--- src/rtl/burst_col_seq_pkg.sv ---
package burst_col_seq_pkg;

  localparam int CL_W = 2;

  // returns log2(BL), 0 for reserved codes
  function automatic logic [2:0] bl_code_log2(input logic [2:0] code);
    case (code)
      3'b001:  return 3'd1;
      3'b010:  return 3'd2;
      3'b011:  return 3'd3;
      3'b100:  return 3'd4;
      default: return 3'd0;
    endcase
  endfunction

  // returns latency in cycles, 0 for reserved codes
  function automatic logic [CL_W-1:0] cl_code_cycles(input logic [2:0] code);
    case (code)
      3'b010:  return CL_W'(2);
      3'b011:  return CL_W'(3);
      default: return '0;
    endcase
  endfunction

endpackage

--- src/rtl/bcs_cfg_dec.sv ---
module bcs_cfg_dec
  import burst_col_seq_pkg::*;
#(
  parameter int MAX_LOG2 = 4
) (
  input  logic [2:0]      bl_code_i,
  input  logic [2:0]      cl_code_i,
  output logic            legal_o,
  output logic [2:0]      len_log2_o,
  output logic [CL_W-1:0] cl_o
);
  always_comb begin
    len_log2_o = bl_code_log2(bl_code_i);
    cl_o       = cl_code_cycles(cl_code_i);
    legal_o    = (len_log2_o != 3'd0) && (int'(len_log2_o) <= MAX_LOG2) && (cl_o != '0);
  end
endmodule

--- src/rtl/bcs_addr_gen.sv ---
module bcs_addr_gen #(
  parameter int COL_W    = 10,
  parameter int MAX_LOG2 = 4
) (
  input  logic             clk_i,
  input  logic             rst_ni,
  input  logic             load_i,
  input  logic [COL_W-1:0] base_i,
  input  logic [2:0]       len_log2_i,
  input  logic             bt_i,
  output logic             active_o,
  output logic [COL_W-1:0] col_even_o,
  output logic [COL_W-1:0] col_odd_o
);
  localparam int CNT_W = (MAX_LOG2 > 1) ? MAX_LOG2 - 1 : 1;
  localparam int LANES = 2;

  logic             active_q;
  logic [CNT_W-1:0] cnt_q, last_q;
  logic [COL_W-1:0] base_q, mask_q;
  logic             bt_q;
  logic [COL_W-1:0] lane_col [LANES];

  always_ff @(posedge clk_i or negedge rst_ni) begin
    if (!rst_ni) begin
      active_q <= 1'b0;
      cnt_q    <= '0;
      last_q   <= '0;
      base_q   <= '0;
      mask_q   <= '0;
      bt_q     <= 1'b0;
    end else if (load_i) begin
      active_q <= 1'b1;
      cnt_q    <= '0;
      // BL/2 - 1 cycles after the first
      last_q   <= (CNT_W'(1) << (len_log2_i - 3'd1)) - CNT_W'(1);
      mask_q   <= ~({COL_W{1'b1}} << len_log2_i);
      base_q   <= base_i;
      bt_q     <= bt_i;
    end else if (active_q) begin
      if (cnt_q == last_q) active_q <= 1'b0;
      else                 cnt_q    <= cnt_q + CNT_W'(1);
    end
  end

  for (genvar l = 0; l < LANES; l++) begin : g_lane
    logic [COL_W-1:0] idx, low;
    assign idx = COL_W'({cnt_q, 1'(l)});
    assign low = (bt_q ? (base_q ^ idx) : (base_q + idx)) & mask_q;
    assign lane_col[l] = (base_q & ~mask_q) | low;
  end

  assign active_o   = active_q;
  assign col_even_o = lane_col[0];
  assign col_odd_o  = lane_col[1];
endmodule

--- src/rtl/bcs_vld_dly.sv ---
module bcs_vld_dly
  import burst_col_seq_pkg::*;
#(
  parameter int MAX_CL = 3,
  parameter int MIN_CL = 2
) (
  input  logic            clk_i,
  input  logic            rst_ni,
  input  logic            vld_i,
  input  logic [CL_W-1:0] cl_i,
  output logic            vld_o
);
  // each stage carries its own latency tag so windows of adjacent bursts stay apart
  logic            v_q [1:MAX_CL];
  logic [CL_W-1:0] c_q [1:MAX_CL];
  logic [MAX_CL:MIN_CL] hit;

  always_ff @(posedge clk_i or negedge rst_ni) begin
    if (!rst_ni) begin
      for (int i = 1; i <= MAX_CL; i++) begin
        v_q[i] <= 1'b0;
        c_q[i] <= '0;
      end
    end else begin
      v_q[1] <= vld_i;
      c_q[1] <= cl_i;
      for (int i = 2; i <= MAX_CL; i++) begin
        v_q[i] <= v_q[i-1];
        c_q[i] <= c_q[i-1];
      end
    end
  end

  for (genvar d = MIN_CL; d <= MAX_CL; d++) begin : g_tap
    assign hit[d] = v_q[d] && (c_q[d] == CL_W'(d));
  end

  assign vld_o = |hit;
endmodule

--- src/rtl/burst_col_seq.sv ---
module burst_col_seq
  import burst_col_seq_pkg::*;
#(
  parameter int COL_W  = 10,
  parameter int MAX_BL = 16
) (
  input  logic             clk_i,
  input  logic             rst_ni,
  input  logic             start_i,
  input  logic [COL_W-1:0] col_i,
  input  logic [2:0]       bl_code_i,
  input  logic             bt_i,
  input  logic [2:0]       cl_code_i,
  output logic [COL_W-1:0] col_even_o,
  output logic [COL_W-1:0] col_odd_o,
  output logic             addr_vld_o,
  output logic             data_vld_o,
  output logic             err_o
);
  localparam int MAX_LOG2 = $clog2(MAX_BL);

  logic            legal, active, accept, refuse;
  logic [2:0]      len_log2;
  logic [CL_W-1:0] cl_val, cl_q;
  logic            err_q;

  bcs_cfg_dec #(.MAX_LOG2(MAX_LOG2)) u_dec (
    .bl_code_i  (bl_code_i),
    .cl_code_i  (cl_code_i),
    .legal_o    (legal),
    .len_log2_o (len_log2),
    .cl_o       (cl_val)
  );

  assign accept = start_i & ~active & legal;
  assign refuse = start_i & ~active & ~legal;

  always_ff @(posedge clk_i or negedge rst_ni) begin
    if (!rst_ni) begin
      cl_q  <= '0;
      err_q <= 1'b0;
    end else if (accept) begin
      cl_q  <= cl_val;
      err_q <= 1'b0;
    end else if (refuse) begin
      err_q <= 1'b1;
    end
  end

  bcs_addr_gen #(.COL_W(COL_W), .MAX_LOG2(MAX_LOG2)) u_gen (
    .clk_i      (clk_i),
    .rst_ni     (rst_ni),
    .load_i     (accept),
    .base_i     (col_i),
    .len_log2_i (len_log2),
    .bt_i       (bt_i),
    .active_o   (active),
    .col_even_o (col_even_o),
    .col_odd_o  (col_odd_o)
  );

  bcs_vld_dly #(.MAX_CL(3), .MIN_CL(2)) u_dly (
    .clk_i  (clk_i),
    .rst_ni (rst_ni),
    .vld_i  (active),
    .cl_i   (cl_q),
    .vld_o  (data_vld_o)
  );

  assign addr_vld_o = active;
  assign err_o      = err_q;
endmodule

--- config.mk ---
export PLATFORM = sky130hd
export DESIGN_NAME = burst_col_seq
export DESIGN_NICKNAME = d
export VERILOG_FILES = /design/src/rtl/burst_col_seq_pkg.sv /design/src/rtl/bcs_cfg_dec.sv /design/src/rtl/bcs_addr_gen.sv /design/src/rtl/bcs_vld_dly.sv /design/src/rtl/burst_col_seq.sv
export SDC_FILE = /design/constraint.sdc
export NUM_CORES = 1
export LEC_CHECK = 0
export BUFFER_PORTS_ARGS = -buffer_cell sky130_fd_sc_hd__clkbuf_2
export CAP_MARGIN = 30
export CORE_AREA = 2 2 48 83
export CTS_BUF_LIST = sky130_fd_sc_hd__clkbuf_16
export CTS_CLUSTER_SIZE = 40
export DETAILED_ROUTE_END_ITERATION = 8
export DIE_AREA = 0 0 50 85
export HOLD_SLACK_MARGIN = 0.1
export PLACE_DENSITY = 0.78
export SLEW_MARGIN = 20
export SYNTH_ARGS = -nofsm -noshare
export SYNTH_HDL_FRONTEND = slang
export SYNTH_SLANG_ARGS = --single-unit
export TNS_END_PERCENT = 50
--- constraint.sdc ---
create_clock -name clk_i -period 2.7 [get_ports clk_i]
set_input_delay 0.405 -clock clk_i [delete_from_list [all_inputs] [get_ports clk_i]]
set_output_delay 0.405 -clock clk_i [all_outputs]
set_load 0.01 [all_outputs]
==> flow_summary_export.csv, run 1 <==
group,metric,value,unit
placement,place.detailed.hpwl,2550,um
cts,post-cts-setup-buffers,0,
worst_setup_path,path_max_fanout,6,
synthesis,synth_common_cells,"51 x nand2_1, 37 x dfrtp_1, 13 x o21ai_0, 12 x nor2_1",
cts,clock-sinks,37,
placement,dp_slack,0.580,ns
detailed_routing,drt_first_pass_iters,4,
global_route,grtUsageTotal,0.192,
finish,drive_above_1_share,0.238,
synthesis,synthDistinctLibCells,31,
synthesis,synth_most_common_cell,"nand2_1",
cts,hold_buffers,0,
synthesis,synth_top_cell_by_area,"dfrtp_1",
finish,num-fill-cells,304,
power,p_per_area,1070,nW/um^2
finish,fin_nets,269,
synthesis,synth_ff_type,"dfrtp_1",
floorplan,ios,43,
global_route,grt_pass1_vias,1384,
synthesis,synth.avg_cell_area,9.51,um^2
worst_setup_path,end_kind,"primary output",
placement,gp_congestion,0.839,
timing,setup_viol,0,
cts,cts_tree,"yes",
worst_setup_path,worstSetupPathType,"register to primary output",
timing,max_freq,0.413,GHz
cts,clk_latency,0.28,ns
detailed_routing,ant_nets,0,
floorplan,dieArea,4250,um^2
synthesis,ys_seq_elements,37,
worst_setup_path,cp.arrival,2.02,ns
floorplan,fp.dieW,50,um
floorplan,coreArea,3590,um^2
timing,rsz0062_at_grt,"no",
flow_run,drv_cap,0,
floorplan,start_util,0.524,
timing,period_needed,2.42,ns
power,leakagePower,0.00118,uW
synthesis,seq_area_frac_synth,0.492,
detailed_routing,via_per_inst,4.94,
detailed_routing,drtIter0Drc,31,
global_route,grt_max_degree,38,
cts,clk_pin_slew_worst_paths,0.05,ns
floorplan,rows,29,
detailed_routing,vias,1408,
synthesis,synth_warnings,0,
synthesis,synth_enable_flop_cells,0,
detailed_routing,drt-total-wl,3480,um
timing,min_period_over_period,0.897,
timing,relSlewSlack,0.737,
global_route,grt-ovfl-total,0,
cts,htreeDepth,2,
finish,n_antenna_cell,0,
worst_setup_path,cp_data_required_time,2.30,ns
timing,slew_violations,0,
cts,cts.path.max_buffers,2,
timing,skew,0.00252,ns
cts,cts-root-buf,"clkbuf_16",
global_route,antenna_found_initial,0,
status,outcome,"complete, no violations",
min_path,hold_class,"input pin to register",
floorplan,die_height,85,um
power,ir_drop,0.000577,V
detailed_routing,drc,0,
finish,syn_to_final_growth,19.3,%
synthesis,synth_nets,229,
timing,tightestPinTransition,0.395,ns
synthesis,async_reset_ff_frac,1.00,
synthesis,synth_area_leaders,"dfrtp_1 49%, nand2_1 10%, ha_1 6.0%",
timing,setup_slack,0.279,ns
worst_setup_path,startpoint_type,"register",
cts,cts_buffers,5,
placement,io_buffers,42,
synthesis,syn-cell-area,1880,um^2
synthesis,synth_top_area_frac,0.492,
worst_setup_path,rrSetupSlack,1.08,ns
detailed_routing,wl_per_cell,12.2,um
timing,setup_tns,0,ns
cts,cts_resized,0,
timing,hold_viol_final,0,
global_route,grt_pass1_wl,6120,um
synthesis,synthCells,198,
cell type report:
| class | instances | area, um^2 | share of cell area |
|---|---|---|---|
| Clock inverter | 3 | 17.5 | 0.00780 |
| Timing Repair Buffer | 46 | 255 | 0.114 |
| Sequential cell | 37 | 926 | 0.412 |
| Clock buffer | 5 | 125 | 0.0557 |
| Multi-Input combinational cell | 138 | 827 | 0.368 |
| Tap cell | 46 | 57.6 | 0.0256 |
| Inverter | 10 | 37.5 | 0.0167 |
path summary, 6_finish.rpt:
check                                            from                     endpoint  cells after the start
min reg2reg                    u_dly.v_q[2]$_DFF_PN0_       u_dly.v_q[1]$_DFF_PN0_                      0
max                        u_gen.cnt_q[0]$_DFFE_PN0P_                 col_odd_o[3]                      7
max reg2reg                  u_gen.active_o$_DFF_PN0_  u_gen.base_q[0]$_DFFE_PN0P_                      5
min in group asynchronous                      rst_ni       u_dly.c_q[3]$_DFF_PN0_                      2
max in group asynchronous                      rst_ni  u_gen.mask_q[5]$_DFFE_PN0P_                      3
min                                          col_i[8]  u_gen.base_q[8]$_DFFE_PN0P_                      3
cell families (layout without fill, tap and decap cells):
logic type / count (synthesis) / count (layout) / share of synthesized area
AND/OR/NAND/NOR: 84 / 84 / 0.197
adder cells (fa/ha/maj): 11 / 11 / 0.0811
AO/OA/AOI/OAI: 28 / 28 / 0.0877
XOR/XNOR: 13 / 13 / 0.0605
buffers and inverters: 23 / 64 / 0.0691
multiplexers: 2 / 2 / 0.0133
flip-flops: 37 / 37 / 0.492
layer usage:
layer  track usage  share of wire  vias to the layer above
met5             0              0                        -
met4        0.0985          0.024                        0
met3        0.0370          0.033                        5
met2         0.313           0.54                       27
met1         0.237           0.41                      667
li1              -              -                      709
report_power, final:
part	leakage [uW]	internal, uW	switching (uW)
Clock	0.0000696	338	213
Combinational	0.000650	410	499
Sequential	0.000456	752	187
Total	0.00118	1500	899
state kept, by name (all words and copies together) (netlist names):
signal and count:
u_gen.cnt_q 3, u_dly.v_q 3, err_o 1, u_gen.last_q 3, u_gen.bt_q 1, cl_q 2, u_dly.c_q 6, u_gen.active_o 1
u_gen.base_q 10, u_gen.mask_q 7
cells in the final DEF, fill, tap and decap left out:
master / Yosys / final
clkinvlp_4: 0 / 1
nand2_1: 51 / 51
o211ai_1: 1 / 1
nand3_1: 6 / 6
buf_4: 7 / 2
xnor2_1: 3 / 3
o31ai_1: 1 / 1
clkinv_2: 0 / 2
nand4_1: 1 / 1
ha_1: 9 / 9
mux2i_1: 1 / 1
o21ai_0: 13 / 13
mux2_4: 1 / 1
fa_1: 2 / 2
nor2_1: 12 / 12
buf_12: 0 / 1
clkbuf_16: 0 / 5
o31ai_4: 1 / 1
nand2b_1: 3 / 3
a21o_1: 1 / 1
inv_1: 10 / 10
nand3b_1: 1 / 1
clkbuf_2: 0 / 42
and2_1: 2 / 2
xor2_1: 10 / 10
a21oi_1: 10 / 10
nand4b_1: 1 / 1
a31oi_1: 1 / 1
dlygate4sd3_1: 0 / 1
nor2b_2: 1 / 1
nor2b_1: 4 / 4
dfrtp_1: 37 / 37
and4b_1: 1 / 1
or2_2: 1 / 1
worst max-delay path, cell delays in order, from the launching register on:
cell	delay, ns
dfrtp_1	0.45
ha_1	0.25
fa_1	0.41
a31oi_1	0.15
nor2_1	0.07
xnor2_1	0.13
a21oi_1	0.14
clkbuf_2	0.14
through the flow:
step                area, um^2  hold WS (ns)  utilization  total power, uW  cells
finish                    2250         0.312        0.625             2400    285
global route              2250         0.323        0.625             2590    285
CTS                       2220         0.265        0.617             2420    283
detailed placement        2070         0.335        0.577             1860    275
global placement          2070         0.332        0.577             1820    275
floorplan                 1880         0.109            -             1590    198
Note: power is estimated with default switching activity, not from simulation.
==> run 2, diff against run 1 <==
==> constraint.sdc (replaced) <==
create_clock -name clk_i -period 2.7 [get_ports clk_i]
set_input_delay 0.54 -clock clk_i [delete_from_list [all_inputs] [get_ports clk_i]]
set_output_delay 0.54 -clock clk_i [all_outputs]
set_load 0.01 [all_outputs]
==> run 2 against run 1 <==
Sequential share of layout area down 0.94 points; final cell count unchanged; cell area up 2.3%; wire length up 1.8%.
==> flow_summary_export.csv, run 2 (synthesis results as in run 1) <==
group,metric,value,unit
timing,setup_viol,0,
worst_setup_path,r2r_end,"u_gen.last_q[0]$_DFFE_PN0P_",
floorplan,rows,29,
cts,htreeDepth,2,
worst_setup_path,cp_data_required_time,2.16,ns
global_route,grtUsageTotal,0.185,
detailed_routing,wl_per_cell,12.4,um
timing,tightestPinTransition,0.365,ns
worst_setup_path,startpoint_type,"register",
placement,place.detailed.hpwl,2440,um
detailed_routing,drt-total-wl,3550,um
finish,top_regs,"u_gen.base_q (10), u_gen.mask_q (7), u_dly.c_q (6)",
detailed_routing,vias,1413,
timing,setup_tns,0,ns
cts,cts_tree,"yes",
worst_setup_path,r2r_start,"u_gen.active_o$_DFF_PN0_",
global_route,grt_pass1_wl,5910,um
timing,hold_viol_final,0,
status,outcome,"complete, no violations",
detailed_routing,drt_first_pass_iters,3,
power,ir_drop,0.000868,V
timing,min_period_over_period,0.970,
finish,drive_above_1_share,0.243,
finish,layout_commonest_cell,"nand2_1",
finish,largest_reg_flops,10,
floorplan,dieArea,4250,um^2
power,total_power,2610,uW
detailed_routing,ant_nets,0,
global_route,grt-ovfl-total,0,
floorplan,start_util,0.524,
floorplan,ios,43,
global_route,grt_max_degree,38,
placement,io_buffers,42,
floorplan,fp.dieW,50,um
timing,period_needed,2.62,ns
finish,n_antenna_cell,0,
timing,skew,0.00249,ns
worst_setup_path,rrSetupSlack,1.19,ns
worst_setup_path,end_kind,"primary output",
finish,num-fill-cells,299,
placement,gp_congestion,0.835,
cts,clk_pin_slew_worst_paths,0.06,ns
timing,relSlewSlack,0.756,
timing,slew_violations,0,
cts,cts.path.max_buffers,2,
finish,seq_area,926,um^2
cts,clock-sinks,37,
detailed_routing,via_per_inst,4.96,
finish,syn_to_final_growth,22.1,%
finish,multi_input_area,827,um^2
global_route,grt_pass1_vias,1364,
detailed_routing,drtIter0Drc,28,
global_route,antenna_found_initial,0,
timing,max_freq,0.382,GHz
flow_run,drv_cap,0,
floorplan,coreArea,3590,um^2
global_route,grt-busiest-layer,"met2",
worst_setup_path,cp.arrival,2.08,ns
power,p_per_area,1130,nW/um^2
finish,layout_common_cells,"51 x nand2_1, 42 x clkbuf_2, 37 x dfrtp_1",
floorplan,die_height,85,um
global_route,grtUsageMet2,0.306,
finish,fin_nets,269,
cts,cts_buffers,5,
global_route,use_met3,0.0370,
power,leakagePower,0.00120,uW
min_path,hold_class,"input pin to asynchronous set/reset pin",
worst_setup_path,reg2reg_depth,3,
cts,clk_latency,0.27,ns
worst_setup_path,worstSetupPathType,"register to primary output",
global_route,gr-usage-met1,0.213,
detailed_routing,drc,0,
cts,cts-root-buf,"clkbuf_16",
finish,largest_register,"u_gen.base_q",
worst_setup_path,path_max_fanout,6,
-- run 2: repair_timing --
item / in CTS / in global routing
endpoints found under the setup margin: 0 / 1
resized for setup: 0 / 0
hold buffers: 0 / 0
buffers inserted: 0 / 1
-- run 2: how the worst max path moves through the flow --
stage / startpoint / end / slack [ns] / cells past startpoint
after global routing: u_gen.cnt_q[1]$_DFFE_PN0P_ / col_odd_o[4] / -0.0009 / 6
after global placement: u_gen.cnt_q[0]$_DFFE_PN0P_ / col_odd_o[3] / 0.48 / 7
after CTS: u_gen.base_q[0]$_DFFE_PN0P_ / col_odd_o[4] / 0.07 / 7
after floorplan: u_gen.cnt_q[0]$_DFFE_PN0P_ / col_odd_o[3] / 0.60 / 6
final: u_gen.cnt_q[1]$_DFFE_PN0P_ / col_odd_o[4] / 0.08 / 6
after detailed placement: u_gen.base_q[0]$_DFFE_PN0P_ / col_odd_o[6] / 0.47 / 7
-- run 2: metrics by stage --
| step | instances | setup WS [ns] | instance area [um^2] | util | hold WS [ns] |
|---|---|---|---|---|---|
| 2_1_floorplan | 198 | 0.595 | 1880 | - | 0.244 |
| 5_1_grt | 285 | -0.000878 | 2300 | 0.640 | 0.189 |
| 3_3_place_gp | 275 | 0.476 | 2070 | 0.577 | 0.331 |
| 4_1_cts | 283 | 0.0671 | 2260 | 0.630 | 0.347 |
| 3_5_place_dp | 275 | 0.470 | 2070 | 0.577 | 0.335 |
| 6_report | 285 | 0.0798 | 2300 | 0.640 | 0.165 |
-- run 2: final cells by class --
cell class	count	share of cell area
Tap cell	46	0.0250
Clock inverter	3	0.0283
Inverter	10	0.0163
Timing Repair Buffer	46	0.113
Sequential cell	37	0.403
Multi-Input combinational cell	138	0.360
Clock buffer	5	0.0544
-- run 2: worst max-delay path, stage by stage, from the launching register on --
cell	delay, ns
dfrtp_1	0.45
ha_1	0.39
nor2b_1	0.16
o21ai_0	0.25
a21oi_1	0.15
xor2_1	0.22
clkbuf_2	0.17
-- run 2: metal layers --
metal	part of all wire	vias up
li1	-	714
met1	0.41	653
met5	0	-
met4	0.032	0
met3	0.035	10
met2	0.52	36
-- run 2: report_power, final --
group	switching [uW]	internal, uW	total, uW
sequential	183	752	935
combinational	516	419	935
clock	211	527	737
==> run 3, diff against run 2 <==
- CORE_AREA: 2 2 48 83 -> 2 2 47 82
- DIE_AREA: 0 0 50 85 -> 0 0 49 84
- PLACE_DENSITY: 0.78 -> 0.8
==> run 3 against run 2 <==
Count of clock-buffer cells in the layout unchanged; critical path depth is 1 higher; critical endpoint is now col_odd_o[6]; non-clock buffer count is 1 lower; total power decreased by 8.5%; worst hold slack worse by 0.030 ns; sequential power up 0.7%; sequential share of layout area grew 1.3 points; register-to-register slack better by 0.05 ns; clock power decreased by 29%; highest routed layer unchanged; final cell count decreased by 0.70%; combinational power shrank 1%.
==> flow_summary_export.csv, run 3 (synthesis results as in run 1) <==
group,metric,value,unit
placement,place_area,2070,um^2
flow_run,drv_cap,0,
cts,cts_tree,"yes",
timing,rsz0062_at_grt,"no",
cts,cts-root-buf,"clkbuf_16",
power,ir_drop,0.000562,V
worst_setup_path,rrSetupSlack,1.24,ns
floorplan,start_util,0.535,
detailed_routing,wl_per_cell,12.5,um
finish,largest_register,"u_gen.base_q",
worst_setup_path,worstSetupPathType,"register to primary output",
power,leakagePower,0.00117,uW
cts,cts_buffers,5,
floorplan,fp.dieW,49,um
global_route,grt_pass1_vias,1379,
global_route,grt_pass1_wl,6040,um
placement,place.detailed.hpwl,2630,um
cts,clk_latency,0.27,ns
finish,n_antenna_cell,0,
timing,slew_violations,0,
finish,layout_commonest_cell,"nand2_1",
timing,setup_tns,0,ns
timing,skew,0.00311,ns
detailed_routing,via_per_inst,5.01,
floorplan,dieArea,4120,um^2
finish,layoutNonFillerInstCount,283,
cts,cts.path.max_buffers,2,
worst_setup_path,slowest_stage,"fa_1",
detailed_routing,drt_first_pass_iters,4,
global_route,antenna_found_initial,0,
floorplan,ios,43,
min_path,hold_class,"input pin to asynchronous set/reset pin",
detailed_routing,drtIter0Drc,23,
timing,setup_slack,0.123,ns
timing,max_freq,0.388,GHz
cts,htreeDepth,2,
worst_setup_path,worstPathCellList,"inv_1, fa_1, nor2b_1, o21ai_1, a21oi_1, xor2_1, clkbuf_2",
placement,dp_slack,0.397,ns
global_route,grt_max_degree,38,
worst_setup_path,path_max_fanout,5,
timing,hold_viol_final,0,
detailed_routing,drt-total-wl,3540,um
timing,tightestPinTransition,0.324,ns
worst_setup_path,startpoint_type,"register",
timing,setup_viol,0,
finish,fin_nets,268,
detailed_routing,ant_nets,0,
global_route,grtUsageTotal,0.196,
worst_setup_path,cp.arrival,2.04,ns
placement,dpl.cell_count,275,
worst_setup_path,end_kind,"primary output",
worst_setup_path,critPathBufInv,2,
placement,gp_congestion,0.823,
timing,hold_ws,0.135,ns
status,outcome,"complete, no violations",
floorplan,die_height,84,um
worst_setup_path,cp_data_required_time,2.16,ns
power,p_per_area,1070,nW/um^2
worst_setup_path,slowest_delay,0.44,ns
finish,layout_common_cells,"51 x nand2_1, 42 x clkbuf_2, 36 x dfrtp_1",
detailed_routing,drc,0,
timing,min_period_over_period,0.954,
cts,hold_buffers,0,
finish,largest_reg_flops,10,
finish,fin_area,2230,um^2
floorplan,rows,29,
finish,top_regs,"u_gen.base_q (10), u_gen.mask_q (7), u_dly.c_q (6)",
cts,clk_pin_slew_worst_paths,0.05,ns
finish,drive_above_1_share,0.232,
placement,io_buffers,42,
finish,syn_to_final_growth,18.3,%
worst_setup_path,critPathTopFamily,"adder cells",
timing,period_needed,2.58,ns
timing,relSlewSlack,0.784,
detailed_routing,vias,1417,
cts,clock-sinks,37,
floorplan,coreArea,3520,um^2
global_route,grt-ovfl-total,0,
==> run 3: layout make-up <==
class / instances / area [um^2]
inverter: 10 / 37.5
timing repair buffer: 45 / 245
clock inverter: 2 / 7.51
fill: 307 / 1290
sequential: 37 / 927
multi-input combinational: 138 / 827
clock buffer: 5 / 125
tap: 46 / 57.6
==> run 3: power by group <==
part | total, uW | internal [uW] | switching (uW)
clock network | 521 | 329 | 192
logic | 922 | 411 | 511
registers | 942 | 754 | 189
total | 2390 | 1490 | 892
==> run 3: path summary, 6_finish.rpt <==
kind / from / to / cells past startpoint
setup / recovery: u_gen.base_q[0]$_DFFE_PN0P_ / col_odd_o[6] / 7
hold / removal: rst_ni / u_dly.v_q[0]$_DFF_PN0_ / 1
setup reg to reg: u_gen.active_o$_DFF_PN0_ / u_gen.base_q[0]$_DFFE_PN0P_ / 5
hold reg to reg: u_dly.c_q[5]$_DFF_PN0_ / u_dly.c_q[3]$_DFF_PN0_ / 0
max in group asynchronous: rst_ni / u_gen.cnt_q[0]$_DFFE_PN0P_ / 2
min in group clk_i: u_dly.c_q[5]$_DFF_PN0_ / u_dly.c_q[3]$_DFF_PN0_ / 0
==> run 3: through the flow <==
stage | util | total power [uW]
2_1_floorplan | - | 1590
3_3_place_gp | 0.589 | 1820
3_5_place_dp | 0.589 | 1860
4_1_cts | 0.627 | 2400
5_1_grt | 0.633 | 2570
6_report | 0.633 | 2390
==> run 3: metal layers <==
layer / global-route usage / share of wire
met5: 0 / 0
met4: 0.122 / 0.035
met3: 0.0269 / 0.025
met2: 0.333 / 0.55
met1: 0.228 / 0.39
==> run 3: worst reg2reg max path, delay by kind of cell, from the launching register on <==
kind	cells	cell delay [ns]
compound gates	1	0.07
flops	1	0.47
buf+inv	1	0.24
simple gates	3	0.59
==> run 3: timing repair <==
action                                  CTS  global route
endpoints found under the setup margin    0             2
hold endpoints to repair                  0             0
setup buffers                             0             0
resized for setup                         0             2
